File: src/rtl/hspio_pkg.sv
package hspio_pkg;
    localparam int DW  = 8;
    localparam int PCW = 6;
    localparam int AW  = 3;

    localparam logic [AW-1:0] A_CTRL = 3'd0;
    localparam logic [AW-1:0] A_PA   = 3'd1;
    localparam logic [AW-1:0] A_PB   = 3'd2;
    localparam logic [AW-1:0] A_PC   = 3'd3;

    typedef enum logic [1:0] {
        PCM_IN   = 2'b00,
        PCM_HSA  = 2'b01,
        PCM_HSAB = 2'b10,
        PCM_OUT  = 2'b11
    } pc_mode_t;

    typedef enum logic [1:0] {
        HS_EMPTY  = 2'd0,
        HS_STROBE = 2'd1,
        HS_FULL   = 2'd2
    } hs_state_t;
endpackage

File: src/rtl/hspio_bus.sv
module hspio_bus #(
    parameter int AW = 3
) (
    input  logic          clk,
    input  logic          rst,
    input  logic          ale,
    input  logic          cs,
    input  logic          io_sel,
    input  logic          rd_n,
    input  logic          wr_n,
    input  logic [AW-1:0] addr_in,
    output logic [AW-1:0] addr,
    output logic          sel,
    output logic          wr_evt,
    output logic          rd_end
);
    logic wr_q;
    logic rd_q;

    always_ff @(posedge clk) begin
        if (rst) begin
            addr <= '0;
            wr_q <= 1'b1;
            rd_q <= 1'b1;
        end else begin
            if (ale) addr <= addr_in;
            wr_q <= wr_n;
            rd_q <= rd_n;
        end
    end

    assign sel    = cs & io_sel;
    assign wr_evt = sel & ~wr_n & wr_q;   // write strobe just went low
    assign rd_end = sel & rd_n & ~rd_q;   // read strobe just went high
endmodule

File: src/rtl/hspio_hs.sv
module hspio_hs
    import hspio_pkg::*;
(
    input  logic clk,
    input  logic rst,
    input  logic en,
    input  logic dir_out,
    input  logic stb_n,
    input  logic inte,
    input  logic bus_wr,
    input  logic bus_rd_done,
    output logic bf,
    output logic intr,
    output logic load
);
    hs_state_t state, nxt;
    logic      intr_nxt;

    always_ff @(posedge clk) begin
        if (rst) begin
            state <= HS_EMPTY;
            intr  <= 1'b0;
        end else begin
            state <= nxt;
            intr  <= intr_nxt;
        end
    end

    always_comb begin
        nxt      = state;
        intr_nxt = intr;
        if (!en) begin
            nxt      = HS_EMPTY;
            intr_nxt = 1'b0;
        end else if (dir_out) begin
            unique case (state)
                HS_EMPTY: if (bus_wr) begin
                    nxt = HS_FULL; intr_nxt = 1'b0;
                end
                HS_FULL: begin
                    if (bus_wr) intr_nxt = 1'b0;
                    else if (!stb_n) nxt = HS_STROBE;
                end
                HS_STROBE: begin
                    if (bus_wr) begin
                        nxt = HS_FULL; intr_nxt = 1'b0;
                    end else if (stb_n) begin
                        nxt = HS_EMPTY; intr_nxt = inte;
                    end
                end
                default: nxt = HS_EMPTY;
            endcase
        end else begin
            unique case (state)
                HS_EMPTY: if (!stb_n) nxt = HS_STROBE;
                HS_STROBE: begin
                    if (stb_n) begin
                        nxt = HS_FULL; intr_nxt = inte;
                    end else if (bus_rd_done) intr_nxt = 1'b0;
                end
                HS_FULL: begin
                    if (!stb_n) nxt = HS_STROBE;
                    else if (bus_rd_done) begin
                        nxt = HS_EMPTY; intr_nxt = 1'b0;
                    end
                end
                default: nxt = HS_EMPTY;
            endcase
        end
    end

    always_comb begin
        bf   = dir_out ? (state == HS_FULL) : (state != HS_EMPTY);
        load = en & ~dir_out & ~stb_n;
    end
endmodule

File: src/rtl/hspio_pcmux.sv
module hspio_pcmux
    import hspio_pkg::*;
(
    input  pc_mode_t       mode,
    input  logic [PCW-1:0] pc_latch,
    input  logic [1:0]     bf,
    input  logic [1:0]     intr,
    output logic [PCW-1:0] pc_out,
    output logic [PCW-1:0] pc_oe
);
    always_comb begin
        unique case (mode)
            PCM_IN: begin
                pc_out = pc_latch;
                pc_oe  = 6'b000000;
            end
            PCM_OUT: begin
                pc_out = pc_latch;
                pc_oe  = 6'b111111;
            end
            PCM_HSA: begin
                pc_out = {pc_latch[5:3], 1'b0, bf[0], intr[0]};
                pc_oe  = 6'b111011;
            end
            default: begin
                pc_out = {1'b0, bf[1], intr[1], 1'b0, bf[0], intr[0]};
                pc_oe  = 6'b011011;
            end
        endcase
    end
endmodule

File: src/rtl/hspio_unit.sv
module hspio_unit
    import hspio_pkg::*;
(
    input  logic           clk,
    input  logic           rst,
    input  logic           ale,
    input  logic           cs,
    input  logic           io_sel,
    input  logic           rd_n,
    input  logic           wr_n,
    input  logic [DW-1:0]  ad_in,
    output logic [DW-1:0]  ad_out,
    output logic           ad_oe,
    input  logic [DW-1:0]  pa_in,
    output logic [DW-1:0]  pa_out,
    output logic [DW-1:0]  pa_oe,
    input  logic [DW-1:0]  pb_in,
    output logic [DW-1:0]  pb_out,
    output logic [DW-1:0]  pb_oe,
    input  logic [PCW-1:0] pc_in,
    output logic [PCW-1:0] pc_out,
    output logic [PCW-1:0] pc_oe,
    input  logic           timer_flag
);
    logic [AW-1:0]  addr;
    logic           sel, wr_evt, rd_end;
    logic [5:0]     cmd_q;
    logic [DW-1:0]  pa_q, pb_q;
    logic [PCW-1:0] pc_q;
    pc_mode_t       pc_mode;
    logic [1:0]     hs_en, dir, inte, stb_n, bus_wr, rd_done, bf, intr, load;
    logic           bf_a, intr_a, bf_b, intr_b;
    logic [DW-1:0]  rdata;

    hspio_bus #(.AW(AW)) u_bus (
        .clk(clk), .rst(rst), .ale(ale), .cs(cs), .io_sel(io_sel),
        .rd_n(rd_n), .wr_n(wr_n), .addr_in(ad_in[AW-1:0]),
        .addr(addr), .sel(sel), .wr_evt(wr_evt), .rd_end(rd_end)
    );

    assign pc_mode = pc_mode_t'(cmd_q[3:2]);
    assign dir     = cmd_q[1:0];
    assign inte    = cmd_q[5:4];
    assign hs_en   = {pc_mode == PCM_HSAB, pc_mode == PCM_HSA || pc_mode == PCM_HSAB};
    assign stb_n   = {pc_in[5], pc_in[2]};
    assign bus_wr  = {wr_evt && addr == A_PB, wr_evt && addr == A_PA};
    assign rd_done = {rd_end && addr == A_PB, rd_end && addr == A_PA};

    for (genvar p = 0; p < 2; p++) begin : g_hs
        hspio_hs u_hs (
            .clk(clk), .rst(rst), .en(hs_en[p]), .dir_out(dir[p]),
            .stb_n(stb_n[p]), .inte(inte[p]), .bus_wr(bus_wr[p]),
            .bus_rd_done(rd_done[p]), .bf(bf[p]), .intr(intr[p]),
            .load(load[p])
        );
    end

    assign bf_a   = bf[0];
    assign intr_a = intr[0];
    assign bf_b   = bf[1];
    assign intr_b = intr[1];

    always_ff @(posedge clk) begin
        if (rst) begin
            cmd_q <= '0;
            pa_q  <= '0;
            pb_q  <= '0;
            pc_q  <= '0;
        end else begin
            if (wr_evt && addr == A_CTRL) cmd_q <= ad_in[5:0];
            if (bus_wr[0])   pa_q <= ad_in;
            else if (load[0]) pa_q <= pa_in;
            if (bus_wr[1])   pb_q <= ad_in;
            else if (load[1]) pb_q <= pb_in;
            if (wr_evt && addr == A_PC) pc_q <= ad_in[PCW-1:0];
        end
    end

    hspio_pcmux u_pcmux (
        .mode(pc_mode), .pc_latch(pc_q), .bf(bf), .intr(intr),
        .pc_out(pc_out), .pc_oe(pc_oe)
    );

    always_comb begin
        unique case (addr)
            A_CTRL:  rdata = {1'b0, timer_flag, inte[1], bf_b, intr_b, inte[0], bf_a, intr_a};
            A_PA:    rdata = (dir[0] || hs_en[0]) ? pa_q : pa_in;
            A_PB:    rdata = (dir[1] || hs_en[1]) ? pb_q : pb_in;
            A_PC:    rdata = {{(DW-PCW){1'b0}}, (pc_oe & pc_out) | (~pc_oe & pc_in)};
            default: rdata = '0;
        endcase
    end

    assign ad_out = rdata;
    assign ad_oe  = sel & ~rd_n;
    assign pa_out = pa_q;
    assign pb_out = pb_q;
    assign pa_oe  = {DW{dir[0]}};
    assign pb_oe  = {DW{dir[1]}};
endmodule

File: config.mk
export PLATFORM = sky130hd
export DESIGN_NAME = hspio_unit
export DESIGN_NICKNAME = d
export VERILOG_FILES = /design/src/rtl/hspio_pkg.sv /design/src/rtl/hspio_bus.sv /design/src/rtl/hspio_hs.sv /design/src/rtl/hspio_pcmux.sv /design/src/rtl/hspio_unit.sv
export SDC_FILE = /design/constraint.sdc
export NUM_CORES = 1
export LEC_CHECK = 0
export ABC_AREA = 0
export BUFFER_PORTS_ARGS = -buffer_cell sky130_fd_sc_hd__buf_2
export CORE_MARGIN = 2
export CORE_UTILIZATION = 50
export CTS_CLUSTER_SIZE = 8
export DETAILED_ROUTE_END_ITERATION = 12
export PLACE_DENSITY_LB_ADDON = 0.25
export SYNTH_ARGS = -nofsm -noshare
export SYNTH_HDL_FRONTEND = slang
export SYNTH_HIERARCHICAL = 1
export SYNTH_SLANG_ARGS = --single-unit
File: constraint.sdc
create_clock -name clk -period 3 [get_ports clk]
set_clock_uncertainty 0.2 [all_clocks]
set_input_delay 0.6 -clock clk [delete_from_list [all_inputs] [get_ports clk]]
set_output_delay 0.6 -clock clk [all_outputs]
set_load 0.02 [all_outputs]
==> summary.md <==
| Metric | Value |
|---|---|
| Synth Area per Inst | `8.79 sq um` |
| Layout cells sized above 1 | `0.369` |
| Final setup margin | `0.0671 ns` |
| First-pass GRT wire length | `11300 um` |
| CTS Sinks | `39` |
| Comb pwr share | `0.171` |
| CP Data Required Time | `2.20 ns` |
| Worst-Margin Slew | `about 0.8 ns` |
| Final setup viols | `0` |
| Min cycle time layout | `2.93 ns` |
| Max cap viols | `0` |
| Design area | `0.00316 sq mm` |
| Power Total | `1.21 mW` |
| Num CTS Buffers | `5` |
| Largest net degree at the start of global routing | `36` |
| Rows | `26` |
| NetSw | `0.327 mW` |
| Final Hold Fails | `0` |
| Crit. End Element | `output port` |
| Run status | `finished, final reports clean` |
| Number of synthesized register bits | `39` |
| Critical Path Source Type | `flip-flop` |
| Worst path arrival time | `2.13 ns` |
| Setup TNS | `0 ns` |
| GRT overflow | `0` |
| Input/output buffers | `90` |
| Min-Delay Path Class | `flip-flop to flip-flop` |
| Initial antenna violation count | `0` |
| Num ports | `between 90 and 100` |
| Area share of the largest cell type after synthesis | `0.296` |
| Distinct cells, synth | `41` |
| Worst IR Drop VDD | `0.274 mV` |
| GP Congestion | `0.849` |
| DR vias/cell | `5.51` |
| Die Ht | `76.6 um` |
| Total length of routed wires | `7140 um` |
| Die ar. | `0.00587 sq mm` |
| Placed instance area | `0.00298 sq mm` |
| Worst-skew pair later-pin latency | `roughly 0.30 ns` |
| WL/cell | `16.3 um` |
| Clk pin slew, worst setup/hold paths | `0.08 ns` |
| Internal | `around 0.88 mW` |
| Root buf cell | `clkbuf_8` |
| Vias in the first global route | `approximately 2.2k` |
| Yosys warns | `6` |
| PD cells | `383 mW/mm^2` |
| Die width | `76.6 um` |
| Iter 0 DRT Violations | `141` |
| TritonCTS clock tree | `done` |
| Cells after Synth | `300` |
| P&R area growth vs syn | `19.7%` |
| Total placed cells including tap cells | `431` |
| TritonRoute pass-1 iters | `4` |
| Fmax | `341 MHz` |
| DP Worst Slack | `between 0.15 and 0.2 ns` |
| Clock Power Share | `0.381` |
| Antenna viol nets, final | `0` |
| Util after Layout | `0.618` |
| Worst hold slack | `roughly 0.30 ns` |
| Mapped Nets | `344` |
| Sw Share | `0.271` |
| Dpl hpwl | `5300 um` |
| Final period utilization | `0.978` |
| # hold bufs at CTS | `0` |
| Largest cells by area after synthesis | `dfxtp_1, mux2i_1, buf_4` |
| DRC violations left | `0` |
| Leakage power figure | `between 1.5 and 2 nW` |
| Non-Filler Instances | `439` |
| Seq pwr share | `0.448` |
| Post-CTS Setup Inserts | `0` |
| H-tree levels | `2` |
| Clock Tree Buf Depth | `2` |
| Net count, final | `412` |
| Starting Density | `0.516` |
| Worst setup path class | `flip-flop to output port` |
| Overall Global Routing Usage | `0.242` |
| # diodes | `0` |
| Placeable Area | `0.00511 sq mm` |
| Slew Viols, Final | `0` |
| Slew headroom | `0.463` |
| Yosys top cell by area | `dfxtp_1` |
| Routed vias | `2417` |
| Mapped Area | `0.00264 sq mm` |
| Seq/Total Area, Yosys | `0.296` |
| Maximum fanout along the worst path | `5` |
## metal layers
metal  track usage  vias up  share of wire  wire length (um)
met2         0.426       70           0.51              3630
met5             0        -              0                 0
li1              -     1182              -                 -
met1         0.308     1157           0.44              3130
met3        0.0344        8          0.040               283
met4        0.0691        0          0.012                87
## cell families (layout without fill, tap and decap cells)
kind of cell,count (synthesis),in the layout,share of synthesized area
flip-flops,39,39,0.296
multiplexers,54,54,0.208
adder cells (fa/ha/maj),6,6,0.0285
AO/OA/AOI/OAI,61,61,0.172
AND/OR/NAND/NOR,87,87,0.177
buffers and inverters,53,122,0.119
## state kept, by name, summed over array words and instances (netlist names)
name             count
pb_out               8
u_bus/wr_q           1
pa_out               8
pc_q                 6
g_hs.u_hs/state      4
u_bus/rd_q           1
cmd_q                6
u_bus/addr           3
g_hs.u_hs/intr       2
## layout make-up
type                    count  area, sq um
flip-flops and latches     39          788
clock buffers               6         82.6
inverters                  16         60.1
multi-input cells         208         1590
well taps                  70         87.6
fillers                   466         1950
clock inverters             2         35.0
repair buffers             98          513
## power groups by stage
stage	logic, mW	registers, mW	clock network, mW
after detailed placement	0.199	0.554	0
after global placement	0.198	0.553	0
after global routing	0.221	0.543	0.492
after CTS	0.201	0.542	0.473
final	0.206	0.541	0.460
after floorplan	0.126	0.555	0
## placed cells by master, fill, tap and decap left out, types with 3 or more instances in the layout
cell / Yosys / layout
buf_4: 23 / 9
inv_1: 14 / 12
mux2i_1: 48 / 48
o22ai_1: 4 / 4
nor3b_1: 7 / 7
mux2_2: 6 / 6
nand2b_1: 8 / 8
o21ai_0: 8 / 8
buf_2: 2 / 89
dfxtp_1: 39 / 37
a22oi_1: 6 / 4
nor2b_1: 4 / 3
ha_1: 6 / 3
inv_2: 2 / 4
nand2_1: 10 / 10
a211oi_1: 18 / 18
or2_2: 3 / 3
a21oi_1: 6 / 6
clkbuf_8: 0 / 6
o221ai_1: 6 / 5
nor2_1: 43 / 43
## cells in the mapped netlist
cell type	count
a2111oi_0	2
a2111oi_2	2
a211oi_1	18
a21oi_1	6
a221oi_1	2
a22o_1	2
a22oi_1	6
and2_1	1
and3b_1	1
buf_1	2
buf_2	2
buf_4	23
buf_6	3
clkbuf_1	5
clkbuf_2	2
dfxtp_1	39
ha_1	6
inv_1	14
inv_2	2
mux2_2	6
mux2i_1	48
nand2_1	10
nand2b_1	8
nand4b_1	1
nand4bb_1	2
nor2_1	43
nor2_2	1
nor2b_1	4
nor3_1	1
nor3b_1	7
nor3b_2	2
nor4b_4	1
o21a_1	2
o21ai_0	8
o21ai_2	2
o221ai_1	6
o22ai_1	4
o311a_1	1
or2_1	1
or2_2	3
or3b_1	1
## worst paths after layout
path	from	to	slack [ns]	cells after the start
setup reg to reg	u_bus/addr[1]$_SDFFE_PP0P_	g_hs[0].u_hs/intr$_SDFFE_PP0P_	0.94	5
setup / recovery	cmd_q[3]$_SDFFE_PP0P_	ad_out[1]	0.07	8
hold / removal	pc_q[2]$_SDFFE_PP0P_	pc_q[2]$_SDFFE_PP0P_	0.30	2
hold reg to reg	pc_q[2]$_SDFFE_PP0P_	pc_q[2]$_SDFFE_PP0P_	0.30	2
## what timing repair did
item                                   CTS  global route
setup endpoints to repair                4             6
gates cloned                             0             0
endpoints found under the hold margin    0             0
gates resized for setup                  4            11
pin swaps                                0             1
## worst max-delay path: stages, from the launching register on
cell      delay (ns)
dfxtp_4         0.39
inv_2           0.07
ha_2            0.18
or2_1           0.25
a22o_1          0.20
mux2_2          0.27
a22oi_2         0.17
o221ai_2        0.12
buf_4           0.18
Note: power is estimated with default switching activity, not from simulation.
